--- config.mk ---
export PLATFORM = sky130hd
export DESIGN_NAME = irq_coalescer
export DESIGN_NICKNAME = d
export VERILOG_FILES = /design/src/rtl/irq_coalescer.sv
export SDC_FILE = /design/constraint.sdc
export NUM_CORES = 1
export LEC_CHECK = 0
export ABC_CLOCK_PERIOD_IN_PS = 3200
export CORE_MARGIN = 1.5
export CORE_UTILIZATION = 43
export CTS_CLUSTER_DIAMETER = 200
export DETAILED_ROUTE_END_ITERATION = 7
export GPL_TIMING_DRIVEN = 0
export PLACE_DENSITY = 0.67
export SLEW_MARGIN = 25
export SYNTH_ARGS = -nofsm -noshare
export SYNTH_HDL_FRONTEND = slang
export SYNTH_SLANG_ARGS = --single-unit
--- constraint.sdc ---
create_clock -name clk -period 3.2 [get_ports clk]
set_input_delay 0.32 -clock clk [delete_from_list [all_inputs] [get_ports clk]]
set_output_delay 0.32 -clock clk [all_outputs]
set_load 0.02 [all_outputs]
--- src/rtl/irq_coalescer.sv ---
module irq_coalescer #(
  parameter int          DIV_W     = 8,
  parameter int          QUEUES    = 4,
  parameter int          CNT_W     = 7,
  parameter int          TMO_W     = 8,
  parameter logic [7:0]  DIV_RESET = 8'd200,
  parameter logic [31:0] CFG_RESET = 32'h8404_8404
) (
  input  logic              clk,
  input  logic              rst_n,
  input  logic              rx_done,
  input  logic [QUEUES-1:0] tx_done,
  input  logic              reg_wr,
  input  logic [1:0]        reg_addr,
  input  logic [31:0]       reg_wdata,
  output logic [31:0]       reg_rdata,
  output logic              irq
);
  localparam logic [31:0] MASK     = 32'h0000_0007 | (((32'd1 << QUEUES) - 32'd1) << 8);
  localparam int          EV_W     = $clog2(QUEUES + 1);
  localparam int          SUM_W    = CNT_W + 1;
  localparam logic [CNT_W-1:0] CNT_MAX = '1;
  localparam logic [TMO_W-1:0] TMR_MAX = '1;

  logic [31:0]      stat_q, en_q, cfg_q;
  logic [DIV_W-1:0] div_q, pre_q, div_eff;
  logic             tick;
  logic [1:0]       fire;
  logic [CNT_W-1:0] cnt_q [2];
  logic [TMO_W-1:0] tmr_q [2];
  logic [31:0]      set_v, clr_v;

  assign div_eff = (div_q == '0) ? DIV_W'(1) : div_q;
  assign tick    = pre_q >= div_eff - DIV_W'(1);

  always_ff @(posedge clk or negedge rst_n)
    if (!rst_n) pre_q <= '0;
    else        pre_q <= tick ? '0 : pre_q + DIV_W'(1);

  for (genvar g = 0; g < 2; g++) begin : g_ch
    logic [15:0]      c;
    logic [EV_W-1:0]  ev;
    logic [SUM_W-1:0] sum;
    logic             en, f_cnt, f_tmo;
    logic [CNT_W-1:0] thr;
    logic [TMO_W-1:0] tmo;

    assign c   = cfg_q[16*g +: 16];
    assign en  = c[15];
    assign thr = c[8 +: CNT_W];
    assign tmo = c[0 +: TMO_W];
    if (g == 0) begin : g_rx
      assign ev = EV_W'(rx_done);
    end else begin : g_tx
      assign ev = EV_W'($countones(tx_done));
    end
    assign sum   = SUM_W'(cnt_q[g]) + SUM_W'(ev);
    assign f_cnt = (thr != '0) && (sum >= SUM_W'(thr));
    assign f_tmo = (tmo != '0) && (cnt_q[g] != '0) && tick &&
                   ({1'b0, tmr_q[g]} + 9'd1 >= {1'b0, tmo});
    assign fire[g] = en ? (f_cnt || f_tmo) : (ev != '0);

    always_ff @(posedge clk or negedge rst_n)
      if (!rst_n) begin
        cnt_q[g] <= '0;
        tmr_q[g] <= '0;
      end else if (!en || fire[g]) begin
        cnt_q[g] <= '0;
        tmr_q[g] <= '0;
      end else begin
        cnt_q[g] <= (sum > SUM_W'(CNT_MAX)) ? CNT_MAX : sum[CNT_W-1:0];
        if (cnt_q[g] == '0)
          tmr_q[g] <= '0;
        else if (tick && tmr_q[g] != TMR_MAX)
          tmr_q[g] <= tmr_q[g] + TMO_W'(1);
      end

    AST_CNT_BELOW_THR: assert property (@(posedge clk) disable iff (!rst_n)
      (en && thr != '0 && $stable(c)) |-> (cnt_q[g] < thr));
    AST_IDLE_TIMER: assert property (@(posedge clk) disable iff (!rst_n)
      (cnt_q[g] == '0) |-> (tmr_q[g] == '0));
  end

  assign set_v = 32'({tx_done, 5'b0, rx_done, fire[1], fire[0]});
  assign clr_v = (reg_wr && reg_addr == 2'd0) ? reg_wdata : '0;

  always_ff @(posedge clk or negedge rst_n)
    if (!rst_n) begin
      stat_q <= '0;
      en_q   <= '0;
      cfg_q  <= CFG_RESET;
      div_q  <= DIV_RESET;
    end else begin
      stat_q <= ((stat_q & ~clr_v) | set_v) & MASK;
      if (reg_wr) begin
        case (reg_addr)
          2'd1:    en_q  <= reg_wdata & MASK;
          2'd2:    cfg_q <= reg_wdata;
          2'd3:    div_q <= reg_wdata[8 +: DIV_W];
          default: ;
        endcase
      end
    end

  always_comb
    case (reg_addr)
      2'd0:    reg_rdata = stat_q;
      2'd1:    reg_rdata = en_q;
      2'd2:    reg_rdata = cfg_q;
      default: reg_rdata = 32'(div_q) << 8;
    endcase

  assign irq = |(stat_q & en_q);

  AST_RX_RAW_SET: assert property (@(posedge clk) disable iff (!rst_n)
    rx_done |=> stat_q[2]);
  AST_W1C_RX: assert property (@(posedge clk) disable iff (!rst_n)
    (reg_wr && reg_addr == 2'd0 && reg_wdata[2] && !rx_done) |=> !stat_q[2]);
  AST_DIS_IMMEDIATE: assert property (@(posedge clk) disable iff (!rst_n)
    (!cfg_q[15] && rx_done) |=> stat_q[0]);
endmodule

### Yosys cells after proc, flatten, opt, wreduce, memory -nomap -nowiden

Index checks and enable logic that the tools add are counted.

* input bits: 42
* output and inout bits: 33
* word-level logic and storage cells: 86
* register bits: 92

* reduce and logical (&&, ||, !) cells: 34
* magnitude comparators: 7
* add/subtract/negate cells: 11
* multiplexer cells: 16
* equal/unequal tests: 5
* bitwise gates (word level): 4

Operator list (number)
* case mux 32 bit (3 select lines): 1
* two-way mux 8 bit: 8
* OR reduction 32 bit: 1
* two-way mux 7 bit: 4
* nonzero test 7 bit: 4
* adder 8 x 1 -> 8 bit (second input constant): 3
* bitwise AND 12 bit: 2
* adder 8 x 1 -> 9 bit (second input constant): 2
* >= comparator 9 x 8 -> 1 bit: 2
* >= comparator 8 x 7 -> 1 bit: 2
* > comparator 8 x 7 -> 1 bit (second input constant): 2
* inequality test 8 bit (second input constant): 2
* nonzero test 8 bit: 2
* logical NOT 7 bit: 2
* two-way mux 12 bit: 1
* inverter 12 bit: 1
* OR 12 bit: 1
* logical AND 1 bit: 11
* nonzero test 3 bit: 3
* adder 7 x 1 -> 8 bit: 1
* adder 7 x 3 -> 8 bit: 1
* >= comparator 8 bit: 1
* logical NOT 8 bit: 1
* subtractor 8 x 1 -> 8 bit (second input constant): 1
* 9 further kinds: 18

### Depth between registers and ports, before layout

* depth after elaboration: 10
* gate-level depth with buffers: 15
* depth with buffers taken out: 15

### Worst setup path after synthesis

OpenSTA, ideal clock, no wires.

* path kind: input -> register
* from: input port tx_done[0]
* to: register tmr_q[6] (netlist name)
* arrival time: 3.488 ns
* setup time: 0.087 ns
* setup slack: -0.375 ns
* buffers on the path: 0
* required time: 3.113 ns
* cell stages on the path: 15
* cells stage by stage: fa_1 > ha_1 > ha_1 > inv_1 > fa_1 > nor2b_1 > o21ai_0 > nor2_1 > xor2_1 > ha_1 > nor2b_1 > nor4b_1 > a22o_1 > nand3_1 > nor3_1

* word-level cells in the longest chain between the ends: 9
* elaborated cells between the ends (all ways): 11
* classes of those cells: add/sub: 3; order compare: 1; mux: 2; reduce/logical: 5

RTL lines
* from (decl): line 12 `input logic [QUEUES-1:0] tx_done,`
* adder 1 x 1 -> 2 bit (not written as such) *: line 55 `assign ev = EV_W'($countones(tx_done));`
* adder 2 x 2 -> 3 bit (not written as such) *: line 55
* adder 7 x 3 -> 8 bit: line 57 `assign sum = SUM_W'(cnt_q[g]) + SUM_W'(ev);`
* >= comparator 8 x 7 -> 1 bit: line 58 `assign f_cnt = (thr != '0) && (sum >= SUM_W'(thr));`
* logical AND 1 bit: line 58
* logical OR 1 bit: line 61 `assign fire[g] = en ? (f_cnt || f_tmo) : (ev != '0);`
* two-way mux 1 bit *: line 61
* logical OR 1 bit *: line 67 `end else if (!en || fire[g]) begin`
* nonzero test 3 bit (no source line) or two-way mux 8 bit (tied branches)
* to (signal, indexed assignment): line 75 `tmr_q[g] <= tmr_q[g] + TMO_W'(1);`
* to (decl): line 30 `logic [TMO_W-1:0] tmr_q [2];`

Every way passes the cells marked *; elsewhere a longest branch is shown, timed or not.
A chain may end at the register's enable or synchronous reset.

### Worst setup path in the final report

* from: input port tx_done[0]
* to: register stat_q[1]

* word-level cells in the longest chain between the ends: 8
* elaborated cells between the ends (all ways): 9
* classes of those cells: add/sub: 3; order compare: 1; mux: 1; bitwise: 1; reduce/logical: 3

RTL lines
* adder 1 x 1 -> 2 bit (not written as such) *: line 55
* adder 2 x 2 -> 3 bit (not written as such) *: line 55
* adder 7 x 3 -> 8 bit: line 57
* >= comparator 8 x 7 -> 1 bit: line 58
* logical AND 1 bit: line 58
* logical OR 1 bit: line 61
* two-way mux 1 bit *: line 61
* OR 12 bit *: line 94 `stat_q <= ((stat_q & ~clr_v) | set_v) & MASK;`
* to (signal assigned): line 94
* to (decl): line 25 `logic [31:0] stat_q, en_q, cfg_q;`

Marks and branches as above.

==> out/metrics.yaml <==
status: "finished, violations left"
violations: "setup timing"
slowest_delay_ns: 0.52
r2r_cells: 14
diodes: 0
cp_top_family: "adder cells"
layout.nets: 745
cap_violations: 0
cp-start-kind: "primary input"
syn_avg_cell_area_um2: 10.4
synth.distinct_cells: 52
cts_tree: "done"
n_fill_cell: 1099
wl_per_cell_um: 16.7
syn_nets: 641
grt_max_degree: 52
final_util_pct: 58.4
layout_setup_ws_ns: -0.176
synthCells: 548
grt-ovfl-total: 0
initial_core_util_pct: 44.5
crit_top_cell: "ha_4"
finalCritPeriodShare_pct: 105
slowest_stage: "fa_1"
route.detailed.drc: 0
place.gp.congestion: 0.858
hold_violations: 0
netlist_area_um2: 5680
clock-sinks: 92
die_x_um: 118
synth_edf_count: 0
final_common_cell: "dfrtp_1"
ant_nets: 0
antenna_found_initial: 0
setup_viol_count_final: 24
fp.coreArea_um2: 12800
fin_worst_skew_ns: 0.00945
numCtsBuffers: 9
drt-vias-per-instance: 5.30
core.rowCount: 41
drtIter0Drc: 263
grt.total_usage_pct: 20.7
stdcell_count: 829
r2r_slack_ns: -0.13
cts-root-buf: "clkbuf_16"
drv_slew: 0
seq_power_share_pct: 37.5
grt_pass1_vias: 4566
clk_latency_ns: 0.35
die_h_um: 118
required_ns: 3.44
area_growth_pct: 31.4
ys.flop_type: "dfrtp_1"
ys_ff_latch: 92
path_buf_inv: 2
grt_pass1_wl_um: 22900
rsz0062_at_grt: "true"
p_int_w: 0.00277
p_comb_share_pct: 36.1
drive_gt1_share_pct: 24.8
dp_hpwl_um: 10000
power.density_nw_per_um2: 566
switchingPower_w: 0.00146
num_vias: 4395
arrival_ns: 3.62
endpoint_kind: "register"
tightest_slew_ns: 0.886
port-buffer-count: 72
path_depth: 16
power_leakage_nw: 3.32
critPathKind: "primary input to register"
pwr-share-clk_pct: 26.4
async_reset_ff_share_pct: 100
synth_seq_area_share_pct: 40.7
layout_common_cells: "82 x dfrtp_1, 68 x clkdlybuf4s50_1, 47 x mux2_2"
fmax_ghz: 0.296
place_inst: 793
yosys_warnings: 0
finalCriticalPeriod_ns: 3.38
min_path_type: "primary input to register"
worstPathCellList: "buf_8 > fa_1 > ha_4 > ha_4 > inv_2 > fa_2 > nor2b_2 > o21ai_2 > nor2_1 > xor2_1 > ha_1 > nor2b_4 > nor4b_2 > a22o_2 > nand2_4 > a22o_1"
peakVddDrop_mv: 0.346
dr.pass1.iters: 4
cts_htree_levels: 3
hold_path_depth: 2
maxSlewHeadroom_pct: 40.5
ioPinCount: 75
totalWireLength_um: 13800
clockBufferDepth: 2
path_clk_slew_ns: 0.07
switching_share_pct: 34.5
crit_path_max_fanout: 7
die-area_um2: 13900
## timing repair
| item | CTS | global route |
|---|---|---|
| gates cloned | 1 | 0 |
| hold buffers | 1 | 0 |
| gates resized for setup | 40 | 45 |
| setup endpoints to repair | 40 | 32 |
| buffers inserted | 10 | 8 |
| pin swaps | 15 | 40 |
| endpoints found under the hold margin | 36 | 0 |
## state kept, by name, summed over array words and instances (netlist names)
register,flops
en_q,7
cfg_q,32
div_q,8
stat_q,7
tmr_q,16
pre_q,8
cnt_q,14
## area by class of cell
class,count,area (um^2),area share [%]
Buffer,13,65.1,0.871
Sequential cell,92,2310,31.0
Inverter,38,143,1.91
Clock buffer,12,256,3.44
Multi-Input combinational cell,405,3500,46.9
Tap cell,172,215,2.88
Timing Repair Buffer,93,918,12.3
Clock inverter,4,55.1,0.737
## power groups by stage
stage	Sequential, W	Combinational [W]	Clock, W
floorplan	0.00153	0.000881	0
global placement	0.00160	0.00119	0
detailed placement	0.00161	0.00125	0
CTS	0.00158	0.00141	0.00114
global route	0.00162	0.00170	0.00119
finish	0.00158	0.00153	0.00112
## cells in the mapped netlist, types with 2 or more instances
cell type  count  area share (%)
and2_1        21             2.3
xor2_1        31             4.8
nor4b_1        3            0.46
and4b_1        2            0.35
mux2_2        47             9.3
nand3b_1       4            0.53
a22oi_1        2            0.26
dfrtp_1       83              37
fa_1           2            0.70
nand2_1       29             1.9
nor2b_1       10             1.1
mux4_2         4             1.6
or3_1          2            0.22
nor4_1         9            0.99
nor3b_1        2            0.26
and3_1        12             1.3
nor3_1        12             1.1
inv_1         38             2.5
nand2b_1       2            0.22
a21oi_1       19             1.7
a22o_1         3            0.46
a21o_1         7            0.93
or4_1          2            0.26
xnor2_1       14             2.2
nand4_1        3            0.33
o21ai_0       10            0.88
mux2i_1        8             1.4
buf_1          5            0.33
dfstp_2        9             4.2
nor2_1        49             3.2
clkbuf_1       7            0.46
nand3_1       27             2.4
ha_1          49              11
o21a_1         3            0.40
## cell families (layout without fill, tap and decap cells)
family / after synthesis / after routing / synth area share [%]
XOR/XNOR: 45 / 45 / 6.94
adder cells (fa/ha/maj): 51 / 51 / 11.5
flip-flops: 92 / 92 / 40.7
AND/OR/NAND/NOR: 193 / 193 / 17.8
AO/OA/AOI/OAI: 57 / 57 / 7.22
multiplexers: 59 / 59 / 12.3
buffers and inverters: 51 / 160 / 3.50
## stage by stage
step	hold slack (ns)	instance area, um^2	setup WS, ns	setup TNS (ns)	total power (W)
floorplan	0.0244	5740	-0.237	-2.19	0.00241
global route	0.148	7470	-0.291	-5.88	0.00451
finish	0.146	7470	-0.176	-2.07	0.00423
CTS	0.139	7220	-0.149	-0.892	0.00414
global placement	0.499	6680	-1.59	-160.12	0.00279
detailed placement	0.267	6710	-1.03	-28.09	0.00285
## worst paths after layout
kind                             from    endpoint
setup / recovery           tx_done[0]   stat_q[1]
hold / removal             tx_done[3]  stat_q[11]
setup reg to reg             div_q[4]    cnt_q[4]
hold reg to reg            stat_q[11]  stat_q[11]
max in group asynchronous       rst_n   cfg_q[18]
min in group asynchronous       rst_n    div_q[2]
## per-layer routing
layer | global-route usage [%] | vias to the layer above | wire, um
met2 | 33.3 | 115 | 6630
met4 | 4.65 | 0 | 171
met3 | 4.89 | 16 | 627
li1 | - | 2130 | -
met1 | 28.3 | 2134 | 6390
met5 | 0 | - | 0
(Power assumes the default switching activity.)
